--- config.mk ---
export PLATFORM = sky130hd
export DESIGN_NAME = cpwm_dt
export DESIGN_NICKNAME = d
export VERILOG_FILES = /design/src/rtl/cpwm_prescale.sv /design/src/rtl/cpwm_period.sv /design/src/rtl/cpwm_deadband.sv /design/src/rtl/cpwm_dt.sv
export SDC_FILE = /design/constraint.sdc
export NUM_CORES = 1
export LEC_CHECK = 0
export BUFFER_PORTS_ARGS = -buffer_cell sky130_fd_sc_hd__buf_2
export CAP_MARGIN = 0
export CORE_ASPECT_RATIO = 0.6
export CORE_MARGIN = 2
export CORE_UTILIZATION = 58
export CTS_CLUSTER_DIAMETER = 200
export DETAILED_ROUTE_END_ITERATION = 10
export GPL_ROUTABILITY_DRIVEN = 0
export PLACE_DENSITY = 0.82
export SLEW_MARGIN = 30
export SYNTH_ARGS = -nofsm -noshare
export SYNTH_HDL_FRONTEND = slang
export SYNTH_SLANG_ARGS = --single-unit
--- constraint.sdc ---
create_clock -name clk -period 1.14 [get_ports clk]
set_clock_uncertainty 0.1 [all_clocks]
set_input_delay 0.228 -clock clk [delete_from_list [all_inputs] [get_ports clk]]
set_output_delay 0.228 -clock clk [all_outputs]
set_load 0.02 [all_outputs]
--- src/rtl/cpwm_prescale.sv ---
module cpwm_prescale #(
  parameter int PS_W = 2
) (
  input  logic            clk,
  input  logic            rst_n,
  input  logic            clr,
  input  logic [PS_W-1:0] sel,
  output logic            tick
);
  localparam int PC_W = (1 << PS_W) - 1;

  logic [PC_W-1:0] div_q, div_d, lim;

  // limit = 2^sel - 1, built as a thermometer code
  always_comb begin
    lim = '0;
    for (int i = 0; i < PC_W; i++) begin
      lim[i] = (i < int'(sel));
    end
  end

  assign tick = (div_q >= lim);

  always_comb begin
    if (clr || tick) div_d = '0;
    else             div_d = div_q + 1'b1;
  end

  always_ff @(posedge clk or negedge rst_n) begin
    if (!rst_n) div_q <= '0;
    else        div_q <= div_d;
  end
endmodule

--- src/rtl/cpwm_period.sv ---
module cpwm_period #(
  parameter int CNT_W = 8
) (
  input  logic             clk,
  input  logic             rst_n,
  input  logic             clr,
  input  logic             tick,
  input  logic             mode_full,
  output logic [CNT_W-1:0] cnt_q,
  output logic             wrap_q
);
  logic [CNT_W-1:0] cnt_d, top;
  logic             at_top, wrap_d;

  // short mode drops the counter's top bit
  generate
    if (CNT_W > 1) begin : g_two_modes
      assign top = mode_full ? {CNT_W{1'b1}} : {1'b0, {(CNT_W-1){1'b1}}};
    end else begin : g_one_mode
      assign top = {CNT_W{1'b1}};
    end
  endgenerate

  assign at_top = (cnt_q >= top);

  always_comb begin
    cnt_d  = cnt_q;
    wrap_d = 1'b0;
    if (clr) begin
      cnt_d = '0;
    end else if (tick) begin
      if (at_top) begin
        cnt_d  = '0;
        wrap_d = 1'b1;
      end else begin
        cnt_d = cnt_q + 1'b1;
      end
    end
  end

  always_ff @(posedge clk or negedge rst_n) begin
    if (!rst_n) begin
      cnt_q  <= '0;
      wrap_q <= 1'b0;
    end else begin
      cnt_q  <= cnt_d;
      wrap_q <= wrap_d;
    end
  end
endmodule

--- src/rtl/cpwm_deadband.sv ---
module cpwm_deadband #(
  parameter int DT_W = 3
) (
  input  logic            clk,
  input  logic            rst_n,
  input  logic            clr,
  input  logic            raw,
  input  logic [DT_W-1:0] dt_sel,
  input  logic            en,
  output logic            out1,
  output logic            out2
);
  localparam int DC_W = DT_W + 1;

  logic            lvl_q, lvl_d;
  logic [DC_W-1:0] hold_q, hold_d, hold_len;
  logic            o1_d, o2_d;

  assign hold_len = {dt_sel, 1'b0};

  always_comb begin
    lvl_d  = lvl_q;
    hold_d = hold_q;
    if (clr) begin
      lvl_d  = 1'b0;
      hold_d = '0;
    end else if (raw != lvl_q) begin
      lvl_d  = raw;
      hold_d = hold_len;
    end else if (hold_q != '0) begin
      hold_d = hold_q - 1'b1;
    end
    o1_d = !clr && en && (hold_d == '0) &&  lvl_d;
    o2_d = !clr && en && (hold_d == '0) && !lvl_d;
  end

  always_ff @(posedge clk or negedge rst_n) begin
    if (!rst_n) begin
      lvl_q  <= 1'b0;
      hold_q <= '0;
      out1   <= 1'b0;
      out2   <= 1'b0;
    end else begin
      lvl_q  <= lvl_d;
      hold_q <= hold_d;
      out1   <= o1_d;
      out2   <= o2_d;
    end
  end
endmodule

--- src/rtl/cpwm_dt.sv ---
module cpwm_dt #(
  parameter int CNT_W = 8,
  parameter int DT_W  = 3,
  parameter int PS_W  = 2
) (
  input  logic             clk,
  input  logic             rst_n,
  input  logic             clr,
  input  logic [CNT_W:0]   pw,
  input  logic             mode8,
  input  logic [DT_W-1:0]  dt_sel,
  input  logic [PS_W-1:0]  pre_sel,
  input  logic             out_en,
  output logic             out1,
  output logic             out2,
  output logic             cyc_start
);
  logic [1:0]       rst_sync;
  logic             rst_ni;
  logic             tick;
  logic [CNT_W-1:0] cnt_q;
  logic             raw;

  // reset asserts at once, releases two edges later
  always_ff @(posedge clk or negedge rst_n) begin
    if (!rst_n) rst_sync <= 2'b00;
    else        rst_sync <= {rst_sync[0], 1'b1};
  end
  assign rst_ni = rst_sync[1];

  cpwm_prescale #(.PS_W(PS_W)) u_pre (
    .clk   (clk),
    .rst_n (rst_ni),
    .clr   (clr),
    .sel   (pre_sel),
    .tick  (tick)
  );

  cpwm_period #(.CNT_W(CNT_W)) u_per (
    .clk       (clk),
    .rst_n     (rst_ni),
    .clr       (clr),
    .tick      (tick),
    .mode_full (mode8),
    .cnt_q     (cnt_q),
    .wrap_q    (cyc_start)
  );

  // pw is one bit wider so that 100% duty is reachable
  assign raw = ({1'b0, cnt_q} < pw);

  cpwm_deadband #(.DT_W(DT_W)) u_db (
    .clk    (clk),
    .rst_n  (rst_ni),
    .clr    (clr),
    .raw    (raw),
    .dt_sel (dt_sel),
    .en     (out_en),
    .out1   (out1),
    .out2   (out2)
  );
endmodule

# Yosys cells after proc, flatten, opt, wreduce, memory -nomap -nowiden
# Index checks and enable logic that the tools add are counted.
# word_totals
mem_count,0
register_bits,21
mem_bits_ro,0
ramBits,0
latch_bits,0
wordCells,41
# classes
n_mul,0
div,0
shift,0
n_mux,13
n_eq_ne,1
n_bitwise,0
n_lt_le_gt_ge,6
n_addsub,3
n_reduce_logical,10
# op_table
operator,count
$mux 8,4
$mux 4,3
$lt 8x9->1,1
$add 8x1->8 const B,1
$ge 8x8->1,1
$mux 1,5
$logic_and 1x1->1,4
$logic_not 4->1,1
$lt 1x2->1 const A,2
$reduce_bool 4->1,1
$sub 4x1->4 const B,1
$add 3x1->3 const B,1
$ge 3x3->1,1
$mux 3,1
$logic_not 1->1,2
$lt 2x2->1 const A,1
$reduce_bool 2->1,1
$logic_or 1x1->1,1
$ne 1x1->1,1

# Logic depth before layout (Yosys ltp)
# depth
ltp_word,7
depth_mapped,12

# By module
# From an unflattened synthesis, not the netlist that was laid out.
# unflattened
cells_unflattened,136
area_unflattened_um2,1341.3
# modules_own_cells
mod,cells_each,area_per_inst_um2,n_inst,seq_area_each_um2
cpwm_period,48,483.0,1,225.2
cpwm_deadband,40,389.1,1,175.2
cpwm_dt,29,255.2,1,50.0
cpwm_prescale,19,214.0,1,75.1

# Worst setup path after synthesis
# No wires, ideal clock.
# synth_path
path_type,register to register
from,register u_per.cnt_q[4]
to,register u_db.out2
setup_slack_ns,-1.479
arrival_time_ns,2.424
path_buffers,1
path_stages_with_launch,11
t_required_ns,0.944
path_cell_list,dfrtp_1 ha_1 a21o_1 a21oi_1 nor2b_1 o41ai_1 ha_1 clkbuf_1 o31ai_1 o32ai_1 nor4_2
# synth_via
elab_chain_cells,7
elab_cells_between_ends,10
cone_classes,order compare (1); eq/ne (1); mux (4); reduce/logical (4)
# synth_rtl
item,line,rtl
from (decl),cpwm_period.sv:9,"output logic [CNT_W-1:0] cnt_q,"
from (signal assigned),cpwm_period.sv:46,cnt_q <= cnt_d;
$lt 8x9->1 *,cpwm_dt.sv:50,"assign raw = ({1'b0, cnt_q} < pw);"
$ne 1x1->1,cpwm_deadband.sv:27,end else if (raw != lvl_q) begin
$mux 4,cpwm_deadband.sv:27,
$mux 4,cpwm_deadband.sv:24,if (clr) begin
$logic_not 4->1,cpwm_deadband.sv:34,o2_d = !clr && en && (hold_d == '0) && !lvl_d;
$logic_and 1x1->1,cpwm_deadband.sv:34,
$logic_and 1x1->1 *,cpwm_deadband.sv:34,
net u_db.o2_d,cpwm_deadband.sv:17,"logic o1_d, o2_d;"
to (signal assigned),cpwm_deadband.sv:42,out2 <= 1'b0;
to (signal assigned),cpwm_deadband.sv:47,out2 <= o2_d;
to (decl),cpwm_deadband.sv:11,output logic out2
# Mark *: on every way through the listed nets, which the timed path passes. The rest lies on a longest branch.
# A chain may end at the register's enable or synchronous reset.

# Worst setup path in the final report
# layout_path
from,register u_per.cnt_q[1]
to,register u_db.out2
# Same word-level chain as after synthesis.

==> results.md <==
- Routed Wire Length: ~6.2 mm
- Pwr/cell area: 1390 nW/um^2
- Hpwl dp: approximately 3 mm
- Clock latency on the worst-skew pair: 270 ps
- Gr ovfl total: 0
- Starting Density: approximately three fifths
- Reg2Reg Capture Point: u_db.out2$_DFF_PN0_
- Hold Crit Start: clr
- Initial DRC Count: 222
- Met2 wire length: 2.73 mm
- Inserted Diodes: 0
- Mean Syn Cell Area: around 9.5 um^2
- First-pass GRT wire length: ~6.6 mm
- Initial antenna violation count: 0
- Post-synth ARST share: between 90% and 100%
- Top Ports: 22
- Main synth FF type: dfrtp_1
- Port Buf Inserts: 21
- Vias: approximately 1700
- Slew Viols, Final: 0
- CTS tree: yes
- Register area: roughly 530 um^2
- Syn_nets: around 180
- Critical path startpoint category: flop
- Setup TNS: -18020 ps
- Met1 Routed Length: between 2 and 2.5 mm
- Largest net degree at the start of global routing: 20
- Failing checks: setup timing
- Final ANT Viol Nets: 0
- Via/cell ratio: between 6 and 7
- Sink of the worst hold path: u_per.wrap_q$_DFF_PN0_
- H-tree depth: 1
- CP Launch Point: u_per.cnt_q[1]$_DFFE_PN0N_
- Mapped Cells: approximately 140
- Synth warn: 0
- Clock Tree Buf Depth: 2
- Routed WL per cell: between 20 and 30 um
- Unrepaired setup endpoints after global routing: yes
- Number of fillers in the final layout: 46
- MaxCap Viol Count: 0
- Worst vdd ir: approximately 1200 uV
- R2r setup slk: -1640 ps
- Critical Path AT: approximately 2900 ps
- Hold path cells: 2
- Fin. Hold Viols: 0
- Fin crit share: 244%
- FP Rows: 13
- Core ar.: 2180 um^2
- Width of the die: approximately 66 um
- R2R Path Start: u_per.cnt_q[1]$_DFFE_PN0N_
- Critical path endpoint category: flop
- CP Max Fanout: 6
- Register area share after synthesis: 39.3%
- Minimum clock period: 2780 ps
- Synthesized area: ~1300 um^2
- Die Ht: between 40 and 50 um
- Placed Instance Area: between 1500 and 2000 um^2
- Num CTS Buffers: 3
- Metal3 WL: 783 um
- Status: finished with violations
- Clock transition at the registers of the reported paths: 90 ps
- Number of global-route vias before repair: 1409
- Clk root buf: clkbuf_8
- Worst setup margin: -1640 ps
- Worst hold path class: in2reg
- Total global-route track usage: about 36%
- Critical path class: reg2reg
- Area grow syn2layout: 57.1%
- Highest Signal Layer: met4
- # setup viols final: 19
- Synth cell types: 43
- Die Area: approximately 2700 um^2
- Final non-filler cell area: 2100 um^2
- Worst Reg-to-Reg Cells: 9
- Seq cells post-synth: 21
- Share of layout cells above drive strength 1: between 50% and 60%
- Req. time, crit path: around 1200 ps
- Sink Count: 21
- First-pass iteration count of the detailed router: 7
- Peak Freq: 360 MHz
- Area of the multi-input gates: slightly below 1000 um^2
- DRC violations left: 0
- Post-synth EDFFs: 0
- Nets@finish: roughly 240
- Leakage: a little over 1 nW
synthesized netlist by cell type, types with 2 or more instances:
| cell | number | share of area, % |
|---|---|---|
| ha_1 | 16 | 15 |
| xnor2_1 | 2 | 1.3 |
| o21ai_0 | 4 | 1.5 |
| nand3b_1 | 2 | 1.1 |
| clkbuf_1 | 2 | 0.56 |
| nor3_1 | 7 | 2.6 |
| dfrtp_1 | 21 | 39 |
| nor2b_1 | 3 | 1.4 |
| nand2b_1 | 4 | 1.9 |
| a211oi_1 | 2 | 1.1 |
| a21oi_1 | 3 | 1.1 |
| nor2_1 | 16 | 4.5 |
| inv_1 | 14 | 3.9 |
| a21o_1 | 3 | 1.7 |
| nor4_1 | 2 | 0.93 |
| mux2_2 | 2 | 1.7 |
| a22o_1 | 4 | 2.6 |
| nand2_1 | 6 | 1.7 |
| nand3_1 | 3 | 1.1 |
| nand4_1 | 2 | 0.93 |
flip-flops by register name, indices dropped and copies added (netlist names):
name	flops
u_pre.div_q	3
u_per.wrap_q	1
u_db.lvl_q	1
u_db.out2	1
u_per.cnt_q	8
u_db.out1	1
u_db.hold_q	4
rst_sync	2
power by group:
part	switching, W	internal, W	total, W
combinational	0.000775	0.000722	0.00150
sequential	0.0000648	0.000835	0.000900
clock	0.000284	0.000245	0.000529
what timing repair did:
action,CTS,global route
resized for setup,15,24
hold buffers,1,0
endpoints found under the setup margin,19,20
pin swaps,15,10
endpoints found under the hold margin,2,0
setup buffers,7,2
area by class of cell:
type                    count  share of cell area [%]
clock buffers               3                    1.96
clock inverters             1                   0.238
inverters                  14                    2.50
multi-input cells         104                    46.7
flip-flops and latches     21                    25.0
well taps                  30                    1.78
repair buffers             65                    21.8
critical path, stage by stage (launching register included):
cell and delay [ps]:
dfrtp_1 390, ha_1 310, a211oi_2 260, nor3_1 90, o41ai_2 350, ha_2 420
nand2_1 150, mux2_4 180, nand4b_1 180, nor4_2 220
logic make-up after synthesis:
| logic type | synth area share, % |
|---|---|
| compound gates | 17.1 |
| xor+xnor | 1.31 |
| fa+ha+maj | 15.0 |
| buf+inv | 4.49 |
| flops | 39.3 |
| mux | 1.68 |
| other cells | 0.280 |
| simple gates | 20.9 |
worst max path at each step:
stage	to
finish	u_db.out2$_DFF_PN0_
global route	u_db.out2$_DFF_PN0_
CTS	u_db.out1$_DFF_PN0_
detailed placement	u_db.out2$_DFF_PN0_
global placement	u_db.out2$_DFF_PN0_
floorplan	u_db.out2$_DFF_PN0_
through the flow:
stage | instances | setup WS, ps | power (W) | hold WS, ps | util (%)
final | 238 | -1640 | 0.00292 | 127 | 96.5
after global routing | 238 | -1700 | 0.00298 | 126 | 96.5
after CTS | 237 | -1440 | 0.00260 | 110 | 92.5
after detailed placement | 227 | -1480 | 0.00202 | -81.3 | 85.5
after global placement | 227 | -1350 | 0.00195 | -88.2 | 85.5
after floorplan | 141 | -1350 | 0.00155 | -168 | -
per-layer routing:
metal  GRT usage, %  vias up
met2           63.9      184
met1           38.8      753
met3           11.3       76
met5              0        -
li1               -      641
met4           21.9        0
placed cells by master, fill, tap and decap left out, types with 2 or more instances in the layout:
cell type / synthesis / routed
nand4_1: 2 / 2
nor2_4: 0 / 2
nor3_2: 0 / 2
nor4_2: 1 / 2
a22o_1: 4 / 4
nor2_1: 16 / 9
mux2_4: 0 / 2
buf_6: 0 / 5
nand3b_1: 2 / 2
buf_4: 0 / 39
ha_2: 0 / 3
a21o_1: 3 / 2
nand2b_1: 4 / 3
a21oi_1: 3 / 2
ha_1: 16 / 9
buf_2: 0 / 20
clkbuf_8: 0 / 3
nor2b_1: 3 / 3
dfrtp_1: 21 / 21
inv_1: 14 / 13
nor3_1: 7 / 5
nand2_1: 6 / 6
xnor2_1: 2 / 2
nand3_1: 3 / 2
ha_4: 0 / 4
nor2_2: 0 / 5
a211oi_2: 1 / 3
o21ai_2: 0 / 4
Power figures use the tool's default switching activity.
